## src/rtl/sram_wmon_pkg.sv

```systemverilog
package sram_wmon_pkg;

   localparam int unsigned NUM_RULES    = 8;
   localparam int unsigned RULE_DSETUP  = 0;
   localparam int unsigned RULE_WEWIDTH = 1;
   localparam int unsigned RULE_SELOVL  = 2;
   localparam int unsigned RULE_BYTEOVL = 3;
   localparam int unsigned RULE_ASETUP  = 4;
   localparam int unsigned RULE_ACHG    = 5;
   localparam int unsigned RULE_CYCLE   = 6;
   localparam int unsigned RULE_CONTEND = 7;

   // Minimum time in ns -> sample clocks, rounded up so a legal bus never trips.
   function automatic int unsigned ns_to_clk(input int unsigned ns, input int unsigned period_ps);
      return (ns * 1000 + period_ps - 1) / period_ps;
   endfunction

   function automatic int unsigned max2(input int unsigned a, input int unsigned b);
      return (a > b) ? a : b;
   endfunction

endpackage

```

## src/rtl/wmon_age.sv

```systemverilog
// Saturating stability timer: counts consecutive samples with an unchanged value.
module wmon_age #(
   parameter int unsigned W  = 1,
   parameter int unsigned CW = 3
) (
   input  logic          clk,
   input  logic          rst,
   input  logic [W-1:0]  sig,
   output logic [CW-1:0] age
);

   logic [W-1:0] held;

   generate
      if (W < 1 || CW < 1) begin : g_bad_width
         $error("wmon_age: W and CW must be at least 1");
      end
   endgenerate

   always_ff @(posedge clk) begin
      if (rst) begin
         held <= '0;
         age  <= '0;
      end else begin
         held <= sig;
         if (sig != held) begin
            age <= CW'(1);
         end else if (age != '1) begin
            age <= age + CW'(1);
         end
      end
   end

endmodule

```

## src/rtl/wmon_flags.sv

```systemverilog
// Per-rule pulse and sticky register with a selectable clear priority.
module wmon_flags #(
   parameter int unsigned N        = 8,
   parameter bit          CLR_WINS = 1'b0
) (
   input  logic         clk,
   input  logic         rst,
   input  logic         clr,
   input  logic [N-1:0] hit,
   output logic [N-1:0] pulse,
   output logic [N-1:0] sticky
);

   generate
      if (N < 1) begin : g_bad_n
         $error("wmon_flags: N must be at least 1");
      end
   endgenerate

   always_ff @(posedge clk) begin
      if (rst) pulse <= '0;
      else     pulse <= hit;
   end

   generate
      if (CLR_WINS) begin : g_clear_first
         always_ff @(posedge clk) begin
            if (rst)      sticky <= '0;
            else if (clr) sticky <= '0;
            else          sticky <= sticky | hit;
         end
         for (genvar i = 0; i < N; i++) begin : g_chk
            AST_CLEAR_WINS: assert property (@(posedge clk) disable iff (rst)
               clr |=> !sticky[i]);
         end
      end else begin : g_set_first
         always_ff @(posedge clk) begin
            if (rst) sticky <= '0;
            else     sticky <= (clr ? '0 : sticky) | hit;
         end
         for (genvar i = 0; i < N; i++) begin : g_chk
            AST_PULSE_BACKED: assert property (@(posedge clk) disable iff (rst)
               pulse[i] |-> sticky[i]);
            AST_CLEAR_EMPTIES: assert property (@(posedge clk) disable iff (rst)
               (clr && !hit[i]) |=> !sticky[i]);
         end
      end
   endgenerate

   for (genvar i = 0; i < N; i++) begin : g_hold
      AST_STICKY_HOLDS: assert property (@(posedge clk) disable iff (rst)
         (sticky[i] && !clr) |=> sticky[i]);
   end

endmodule

```

## src/rtl/sram_wr_monitor.sv

```systemverilog
module sram_wr_monitor
   import sram_wmon_pkg::*;
#(
   parameter int unsigned ADDR_W       = 19,
   parameter int unsigned DATA_W       = 16,
   parameter int unsigned LANE_W       = 8,
   parameter int unsigned CNT_W        = 16,
   parameter int unsigned SAMPLE_PS    = 8000,
   parameter int unsigned T_DSETUP_NS  = 25,
   parameter int unsigned T_WEWIDTH_NS = 35,
   parameter int unsigned T_SELOVL_NS  = 35,
   parameter int unsigned T_BYTEOVL_NS = 35,
   parameter int unsigned T_ASETUP_NS  = 35,
   parameter int unsigned T_CYCLE_NS   = 55,
   parameter bit          CLR_WINS     = 1'b0
) (
   input  logic                 clk,
   input  logic                 rst,
   input  logic                 clr,
   input  logic [ADDR_W-1:0]    bus_addr,
   input  logic [DATA_W-1:0]    bus_dq,
   input  logic                 ce1_n,
   input  logic                 ce2,
   input  logic                 we_n,
   input  logic                 oe_n,
   input  logic [DATA_W/LANE_W-1:0] be_n,
   input  logic                 drive_en,
   output logic [NUM_RULES-1:0] viol_pulse,
   output logic [NUM_RULES-1:0] viol_sticky,
   output logic [CNT_W-1:0]     wr_count,
   output logic [ADDR_W-1:0]    last_addr
);

   localparam int unsigned LANES     = DATA_W / LANE_W;
   localparam int unsigned N_DSETUP  = ns_to_clk(T_DSETUP_NS,  SAMPLE_PS);
   localparam int unsigned N_WEWIDTH = ns_to_clk(T_WEWIDTH_NS, SAMPLE_PS);
   localparam int unsigned N_SELOVL  = ns_to_clk(T_SELOVL_NS,  SAMPLE_PS);
   localparam int unsigned N_BYTEOVL = ns_to_clk(T_BYTEOVL_NS, SAMPLE_PS);
   localparam int unsigned N_ASETUP  = ns_to_clk(T_ASETUP_NS,  SAMPLE_PS);
   localparam int unsigned N_CYCLE   = ns_to_clk(T_CYCLE_NS,   SAMPLE_PS);
   localparam int unsigned N_MAX     = max2(max2(max2(N_DSETUP, N_WEWIDTH), max2(N_SELOVL, N_BYTEOVL)),
                                            max2(N_ASETUP, N_CYCLE));
   localparam int unsigned CW        = $clog2(N_MAX + 1);

   generate
      if (SAMPLE_PS == 0) begin : g_bad_period
         $error("sram_wr_monitor: SAMPLE_PS must be non-zero");
      end
      if (LANE_W == 0 || (DATA_W % LANE_W) != 0) begin : g_bad_lanes
         $error("sram_wr_monitor: DATA_W must be a whole number of lanes");
      end
      if (ADDR_W < 1 || CNT_W < 1) begin : g_bad_widths
         $error("sram_wr_monitor: ADDR_W and CNT_W must be at least 1");
      end
      if (N_DSETUP < 1 || N_CYCLE < 1 || N_ASETUP < 1) begin : g_bad_thresh
         $error("sram_wr_monitor: every threshold must be at least one sample");
      end
   endgenerate

   // ---------------- window reconstruction ----------------
   logic              sel_act, we_act, any_be, win, win_q, open_ev, close_ev, rd_en;
   logic [LANES-1:0]  be_act, be_q;
   logic [ADDR_W-1:0] addr_q;

   assign sel_act  = !ce1_n && ce2;
   assign we_act   = !we_n;
   assign be_act   = ~be_n;
   assign any_be   = |be_act;
   assign win      = sel_act && we_act && any_be;
   assign open_ev  = win && !win_q;
   assign close_ev = win_q && !win;
   assign rd_en    = sel_act && !we_act && any_be && !oe_n;

   always_ff @(posedge clk) begin
      if (rst) begin
         win_q  <= 1'b0;
         be_q   <= '0;
         addr_q <= '0;
      end else begin
         win_q  <= win;
         be_q   <= be_act;
         addr_q <= bus_addr;
      end
   end

   // ---------------- stability timers ----------------
   logic [CW-1:0] sel_age, we_age, addr_age;

   wmon_age #(.W(1), .CW(CW)) u_sel_age (
      .clk(clk), .rst(rst), .sig(sel_act), .age(sel_age));
   wmon_age #(.W(1), .CW(CW)) u_we_age (
      .clk(clk), .rst(rst), .sig(we_act), .age(we_age));
   wmon_age #(.W(ADDR_W), .CW(CW)) u_addr_age (
      .clk(clk), .rst(rst), .sig(bus_addr), .age(addr_age));

   logic [LANES-1:0] dat_short, be_short;

   for (genvar l = 0; l < LANES; l++) begin : g_lane
      logic [CW-1:0] dat_age, ben_age;
      wmon_age #(.W(LANE_W), .CW(CW)) u_dat_age (
         .clk(clk), .rst(rst), .sig(bus_dq[l*LANE_W +: LANE_W]), .age(dat_age));
      wmon_age #(.W(1), .CW(CW)) u_be_age (
         .clk(clk), .rst(rst), .sig(be_act[l]), .age(ben_age));
      // Only lanes enabled on the last in-window sample are judged.
      assign dat_short[l] = be_q[l] && (dat_age < CW'(N_DSETUP));
      assign be_short[l]  = be_q[l] && (ben_age < CW'(N_BYTEOVL));
   end

   // ---------------- open-to-open spacing ----------------
   logic [CW-1:0] gap;
   logic          seen_open;

   always_ff @(posedge clk) begin
      if (rst) begin
         gap       <= '0;
         seen_open <= 1'b0;
      end else if (open_ev) begin
         gap       <= CW'(1);
         seen_open <= 1'b1;
      end else if (gap != '1) begin
         gap <= gap + CW'(1);
      end
   end

   // ---------------- rule evaluation ----------------
   logic [NUM_RULES-1:0] hit;

   always_comb begin
      hit               = '0;
      hit[RULE_DSETUP]  = close_ev && (|dat_short);
      hit[RULE_WEWIDTH] = close_ev && (we_age   < CW'(N_WEWIDTH));
      hit[RULE_SELOVL]  = close_ev && (sel_age  < CW'(N_SELOVL));
      hit[RULE_BYTEOVL] = close_ev && (|be_short);
      hit[RULE_ASETUP]  = close_ev && (addr_age < CW'(N_ASETUP));
      hit[RULE_ACHG]    = win && win_q && (bus_addr != addr_q);
      hit[RULE_CYCLE]   = open_ev && seen_open && (gap < CW'(N_CYCLE));
      hit[RULE_CONTEND] = drive_en && rd_en;
   end

   wmon_flags #(.N(NUM_RULES), .CLR_WINS(CLR_WINS)) u_flags (
      .clk(clk), .rst(rst), .clr(clr), .hit(hit),
      .pulse(viol_pulse), .sticky(viol_sticky));

   // ---------------- write bookkeeping ----------------
   always_ff @(posedge clk) begin
      if (rst) begin
         wr_count  <= '0;
         last_addr <= '0;
      end else if (close_ev) begin
         wr_count  <= wr_count + CNT_W'(1);
         last_addr <= addr_q;
      end
   end

   // ---------------- assertions ----------------
   AST_COUNT_ON_CLOSE: assert property (@(posedge clk) disable iff (rst)
      close_ev |=> (wr_count == $past(wr_count) + CNT_W'(1)));
   AST_COUNT_STILL: assert property (@(posedge clk) disable iff (rst)
      !close_ev |=> $stable(wr_count));
   AST_ADDR_ON_CLOSE_ONLY: assert property (@(posedge clk) disable iff (rst)
      !close_ev |=> $stable(last_addr));
   AST_SETUP_AT_CLOSE: assert property (@(posedge clk) disable iff (rst)
      viol_pulse[RULE_DSETUP] |-> ($past(win_q) && !$past(win)));
   AST_CYCLE_AT_OPEN: assert property (@(posedge clk) disable iff (rst)
      viol_pulse[RULE_CYCLE] |-> ($past(win) && !$past(win_q)));
   AST_CONTEND_SOURCE: assert property (@(posedge clk) disable iff (rst)
      viol_pulse[RULE_CONTEND] |-> $past(drive_en && !oe_n && we_n));

endmodule

```

## config.mk

```make
export PLATFORM = sky130hd
export DESIGN_NAME = sram_wr_monitor
export DESIGN_NICKNAME = d
export VERILOG_FILES = /design/src/rtl/sram_wmon_pkg.sv /design/src/rtl/wmon_age.sv /design/src/rtl/wmon_flags.sv /design/src/rtl/sram_wr_monitor.sv
export SDC_FILE = /design/constraint.sdc
export NUM_CORES = 1
export LEC_CHECK = 0
export CAP_MARGIN = 40
export CORE_MARGIN = 2
export CORE_UTILIZATION = 55
export DETAILED_ROUTE_END_ITERATION = 6
export PLACE_DENSITY = 0.85
export SLEW_MARGIN = 15
export SYNTH_ARGS = -nofsm -noshare
export SYNTH_HDL_FRONTEND = slang
export SYNTH_HIERARCHICAL = 1
export SYNTH_SLANG_ARGS = --single-unit
```

## constraint.sdc

```tcl
create_clock -name clk -period 4.9 [get_ports clk]
set_clock_uncertainty 0.05 [all_clocks]
set_input_delay 0.98 -clock clk [delete_from_list [all_inputs] [get_ports clk]]
set_output_delay 0.98 -clock clk [all_outputs]
set_load 0.005 [all_outputs]
```

======== Word level (Yosys, flattened, before mapping) ========
Cells that the tools add are included.
storage, ports and cells
  output and inout port bits .............. 51
  register bits after elaboration ......... 118
  input port bits ......................... 45
  word-level logic and storage cells ...... 127
operators by class
  order comparisons ....................... 8
  reductions and logical operators ........ 46
  equality and inequality tests ........... 15
  bitwise logic cells ..................... 2
  add/sub/neg operators ................... 9
  muxes and demuxes ....................... 17
operators by type and width
  operator                 count
  $add A3 B1 Y3 const B    8
  $lt A3 B3 Y1 const B     8
  $ne A3 B3 Y1 const B     8
  $logic_and A1 B1 Y1      22
  $reduce_or A2 Y1         11
  $ne A19 B19 Y1           1
  $add A16 B1 Y16 const B  1
  $mux W1                  16
  $ne A8 B8 Y1             2
  $reduce_bool A2 Y1       8
  $mux W8                  1
  $or A8 B8 Y8             1
  $logic_not A1 Y1         5
  $ne A1 B1 Y1             4
  $not A2 Y2               1

======== Logic depth before layout (Yosys ltp) ========
  depth after elaboration ................. 8
  gate-level depth with buffers ........... 8
  mapped depth without buffers ............ 6

======== Modules after synthesis ========
Netlist, hierarchy kept.
by module, submodules not included
  module                               area each (um^2)  cells each  times used  sequential area each (um^2)
  sram_wr_monitor                      2512.4            288         1           1221.2
  wmon_age at g_lane[0].u_dat_age ...  435.4             39          2           220.2
  wmon_age at u_addr_age               859.6             78          1           440.4
  wmon_age at g_lane[0].u_be_age ...   168.9             14          4           80.1
  wmon_flags                           511.7             50          1           320.3

======== Least setup slack after synthesis ========
Ideal clock, no wire load.
  path type ............................... input port to flip-flop
  from .................................... input we_n
  to ...................................... register wr_count[13]
  path buffers ............................ 2
  setup slack ............................. 2.579 ns
  arrival time ............................ 2.150 ns
  required time ........................... 4.729 ns
  cell stages on the path ................. 5
  library setup time ...................... 0.121 ns
  cells stage by stage .................... clkbuf_1 > o311ai_1 > buf_2 > nor4_1 > mux2_2
on the way
  longest elaborated chain between the ends .. 5
RTL lines
  item                               RTL line                RTL
  start: declaration                 sram_wr_monitor.sv:24   input logic we_n,
  $logic_not A1 Y1                   sram_wr_monitor.sv:66   assign we_act = !we_n;
  $logic_and A1 B1 Y1 (2 in series)  sram_wr_monitor.sv:69   assign win = sel_act && we_act && any_be;
  $logic_not A1 Y1                   sram_wr_monitor.sv:71   assign close_ev = win_q && !win;
  $logic_and A1 B1 Y1                sram_wr_monitor.sv:71
  end signal: assignment             sram_wr_monitor.sv:150  wr_count <= wr_count + CNT_W'(1);
  end: declaration                   sram_wr_monitor.sv:30   output logic [CNT_W-1:0] wr_count,
Every way passes these cells.
A chain may end at the register's enable or synchronous reset.

======== Worst setup path after layout ========
  from .................................... input be_n[0]
  to ...................................... register wr_count[9]
on the way
  longest elaborated chain between the ends .. 5
RTL lines
  item                 RTL line               RTL
  start: declaration   sram_wr_monitor.sv:26  input logic [DATA_W/LANE_W-1:0] be_n,
  $not A2 Y2           sram_wr_monitor.sv:67  assign be_act = ~be_n;
  $reduce_or A2 Y1     sram_wr_monitor.sv:68  assign any_be = |be_act;
  $logic_and A1 B1 Y1  sram_wr_monitor.sv:69
  $logic_not A1 Y1     sram_wr_monitor.sv:71
  $logic_and A1 B1 Y1  sram_wr_monitor.sv:71
Every way passes these cells.

==> results.sh <==
export IMPL_status="complete, no violations"
export IMPL_cts_buffers=17
export IMPL_grt_remaining_overflow=0
export IMPL_crit_end="wr_count[9]"
export IMPL_die_area_um2=10700
export IMPL_cts_htree_levels=4
export IMPL_cts_sinks=137
export IMPL_drv_slew=0
export IMPL_synth_cells=550
export IMPL_route_detailed_drc=0
export IMPL_regToRegSetupSlack_ns=2.97
export IMPL_p_leak_uw=0.00258
export IMPL_max_stage_delay_ns=0.52
export IMPL_powerDensity_nw_per_um2=371
export IMPL_via_per_inst=5.25
export IMPL_min_from="last_addr[3]"
export IMPL_arrival_ns=3.05
export IMPL_wirelength_um=11600
export IMPL_cp_max_fo=12
export IMPL_path_class="input port to flop"
export IMPL_pre_cts_ws_ns=1.76
export IMPL_grt_setup_unrepaired="no"
export IMPL_grt_max_degree=85
export IMPL_relSlewSlack_pct=43.4
export IMPL_grt_pass1_vias=4165
export IMPL_cp_slowest_cell="clkdlybuf4s50_1"
export IMPL_crit_family="simple AND/OR/NAND/NOR gates"
export IMPL_yosys_register_bits=137
export IMPL_timing_rr_start="win_q"
export IMPL_cts_resized=0
export IMPL_period_share_pct=54.6
export IMPL_crit_chain="clkdlybuf4s50_1 > and2_1 > o311ai_2 > buf_4 > or4_1 > a21oi_1"
export IMPL_port_buffers=95
export IMPL_finalHoldViolCount=0
export IMPL_ant_nets=0
export IMPL_initial_utilization_pct=56.1
export IMPL_startpoint_type="input port"
export IMPL_die_w_um=103
export IMPL_critPathBufInv=2
export IMPL_antenna_cells=0
export IMPL_core_area_um2=9680
export IMPL_synth_edf_count=0
export IMPL_synth_flop_cell="dfxtp_1"
export IMPL_die_h_um=103
export IMPL_synth_largest_area_cell="dfxtp_1"
export IMPL_wl_per_cell_um=14.6
export IMPL_clk_latency_ns=0.50
export IMPL_drt_pass1_iter_count=4
export IMPL_crit_start="be_n[0]"
export IMPL_reg2reg_depth=5
export IMPL_synth_cell_types=40
export IMPL_ir_drop_uv=210
export IMPL_worst_slack_ns=2.22
export IMPL_worst_path_stages=6
export IMPL_whs_ns=0.408
export IMPL_ys_seq_area_share_pct=50.5
export IMPL_r2r_end="wr_count[9]"
export IMPL_antenna_found_initial=0
export IMPL_whs_path_depth=2
export IMPL_num_io_pins=96
export IMPL_maxCapViolCount=0
export IMPL_hold_path_class="flop to flop"
export IMPL_drt_iter0_drc=125
export IMPL_dpl_hpwl_um=8060
export IMPL_grt_total_usage_pct=22.2
export IMPL_tns_ns=0
export IMPL_final_layout_size_suffix_gt1_share_pct=6.53
export IMPL_min_period_ns=2.68
export IMPL_num_rows=36
export IMPL_postCtsHoldBufs=0
export IMPL_cts_root_buf="clkbuf_8"
export IMPL_ys_async_sr_fraction_pct=0
export IMPL_cts_setup_buffers=0
export IMPL_finalSetupViolCount=0
export IMPL_synth_nets=612
export IMPL_gp_congestion=0.748
export IMPL_fin_nets=707
export IMPL_grt_pass1_wl_um=18300
export IMPL_yosysMostFrequentCell="dfxtp_1"
export IMPL_tightest_slew_ns=0.849
export IMPL_clk_path_buf_depth=2
export IMPL_cts_tree="built"
export IMPL_area_growth_pct=30.6
export IMPL_fmax_mhz=374
export IMPL_synth_avg_cell_area_um2=9.87
export IMPL_post_synth_top_area_fraction_pct=50.5
export IMPL_synth_area_um2=5430
export IMPL_clk_pin_slew_worst_paths_ns=0.06
export IMPL_synth_common_cells="137 x dfxtp_1, 59 x nor2b_1, 47 x nand2_1"
export IMPL_synthTopCellsByArea="dfxtp_1 51%, xnor2_1 7.4%, nor2b_1 6.8%, ha_1 3.9%, a21oi_1 3.6%"
export IMPL_cp_required_ns=5.27
export IMPL_route_vias_total=4153
export IMPL_critPathCaptureType="flop"
export IMPL_yosysWarnings=6
## cell families (layout without fill, tap and decap cells)
| kind of cell | count (synthesis) | in the layout | share of synthesized area (%) |
|---|---|---|---|
| buf+inv | 41 | 149 | 3.50 |
| fa+ha+maj | 17 | 17 | 3.92 |
| flops | 137 | 137 | 50.5 |
| mux | 17 | 17 | 3.16 |
| simple gates | 199 | 199 | 19.8 |
| xor+xnor | 68 | 68 | 11.0 |
| compound gates | 71 | 71 | 8.18 |
## flip-flops by register name, indices dropped and copies added (netlist names)
name / cells
u_we_age/age: 3
u_flags/sticky: 8
u_we_age/held: 1
last_addr: 19
g_lane.u_dat_age/age: 6
u_addr_age/held: 19
addr_q: 19
wr_count: 16
gap: 3
u_flags/pulse: 8
g_lane.u_be_age/held: 2
seen_open: 1
be_q: 2
u_sel_age/held: 1
u_sel_age/age: 3
win_q: 1
u_addr_age/age: 3
g_lane.u_be_age/age: 6
g_lane.u_dat_age/held: 16
## worst min path at each step
stage                                to  slack [ns]
after floorplan               seen_open        0.38
after global placement        seen_open        0.39
after detailed placement   last_addr[5]        0.40
after CTS                  last_addr[5]        0.41
after global routing      last_addr[11]        0.44
final                      last_addr[3]        0.41
## metal layers
layer,GRT usage [%],vias up,wire length (µm)
met2,40.3,97,6110
met3,5.65,17,441
met4,9.31,0,233
met5,0,-,0
met1,24.4,1981,4780
li1,-,2058,-
## layout make-up
cell class              instances  area [µm²]
well taps                     133         166
fillers                       708        2590
flip-flops and latches        137        2740
clock buffers                  21         459
repair buffers                 99         990
clock inverters                11         145
inverters                      18        67.6
multi-input cells             372        2520
## where the power goes
group	leakage [µW]	switching [µW]	internal [µW]	total, µW
registers	0.00112	24.8	1150	1180
clock network	0.000290	448	814	1260
logic	0.00117	88.5	99.5	188
## per-stage QoR
stage               utilization, %  power [µW]  area [µm²]  std cells
floorplan                        -        1310        5430        550
global placement              66.6        1380        6450        756
finish                        73.2        2630        7090        791
global route                  73.2        2720        7090        791
CTS                           73.1        2650        7080        790
detailed placement            66.8        1390        6470        758
## tightest hold or removal path, stage by stage, from the launching register on
cell and delay [ns]:
dfxtp_1 0.31, nand2_1 0.05, a21oi_1 0.05
## cell usage in the layout (no fill, tap or decap), types with 6 or more instances in the layout
cell / count
nand2b_1: 11
inv_1: 18
nor2_1: 20
nor2b_1: 59
or4_1: 8
o31ai_1: 8
nand4_1: 10
nand3_1: 6
xnor2_1: 46
xor2_1: 22
a21oi_1: 39
clkdlybuf4s50_1: 94
nor4_1: 13
nand2_1: 47
dfxtp_1: 137
nor3_1: 13
ha_1: 17
o21ai_0: 6
mux2i_1: 16
clkbuf_16: 16
No activity file was read; power rests on OpenSTA's default activity.
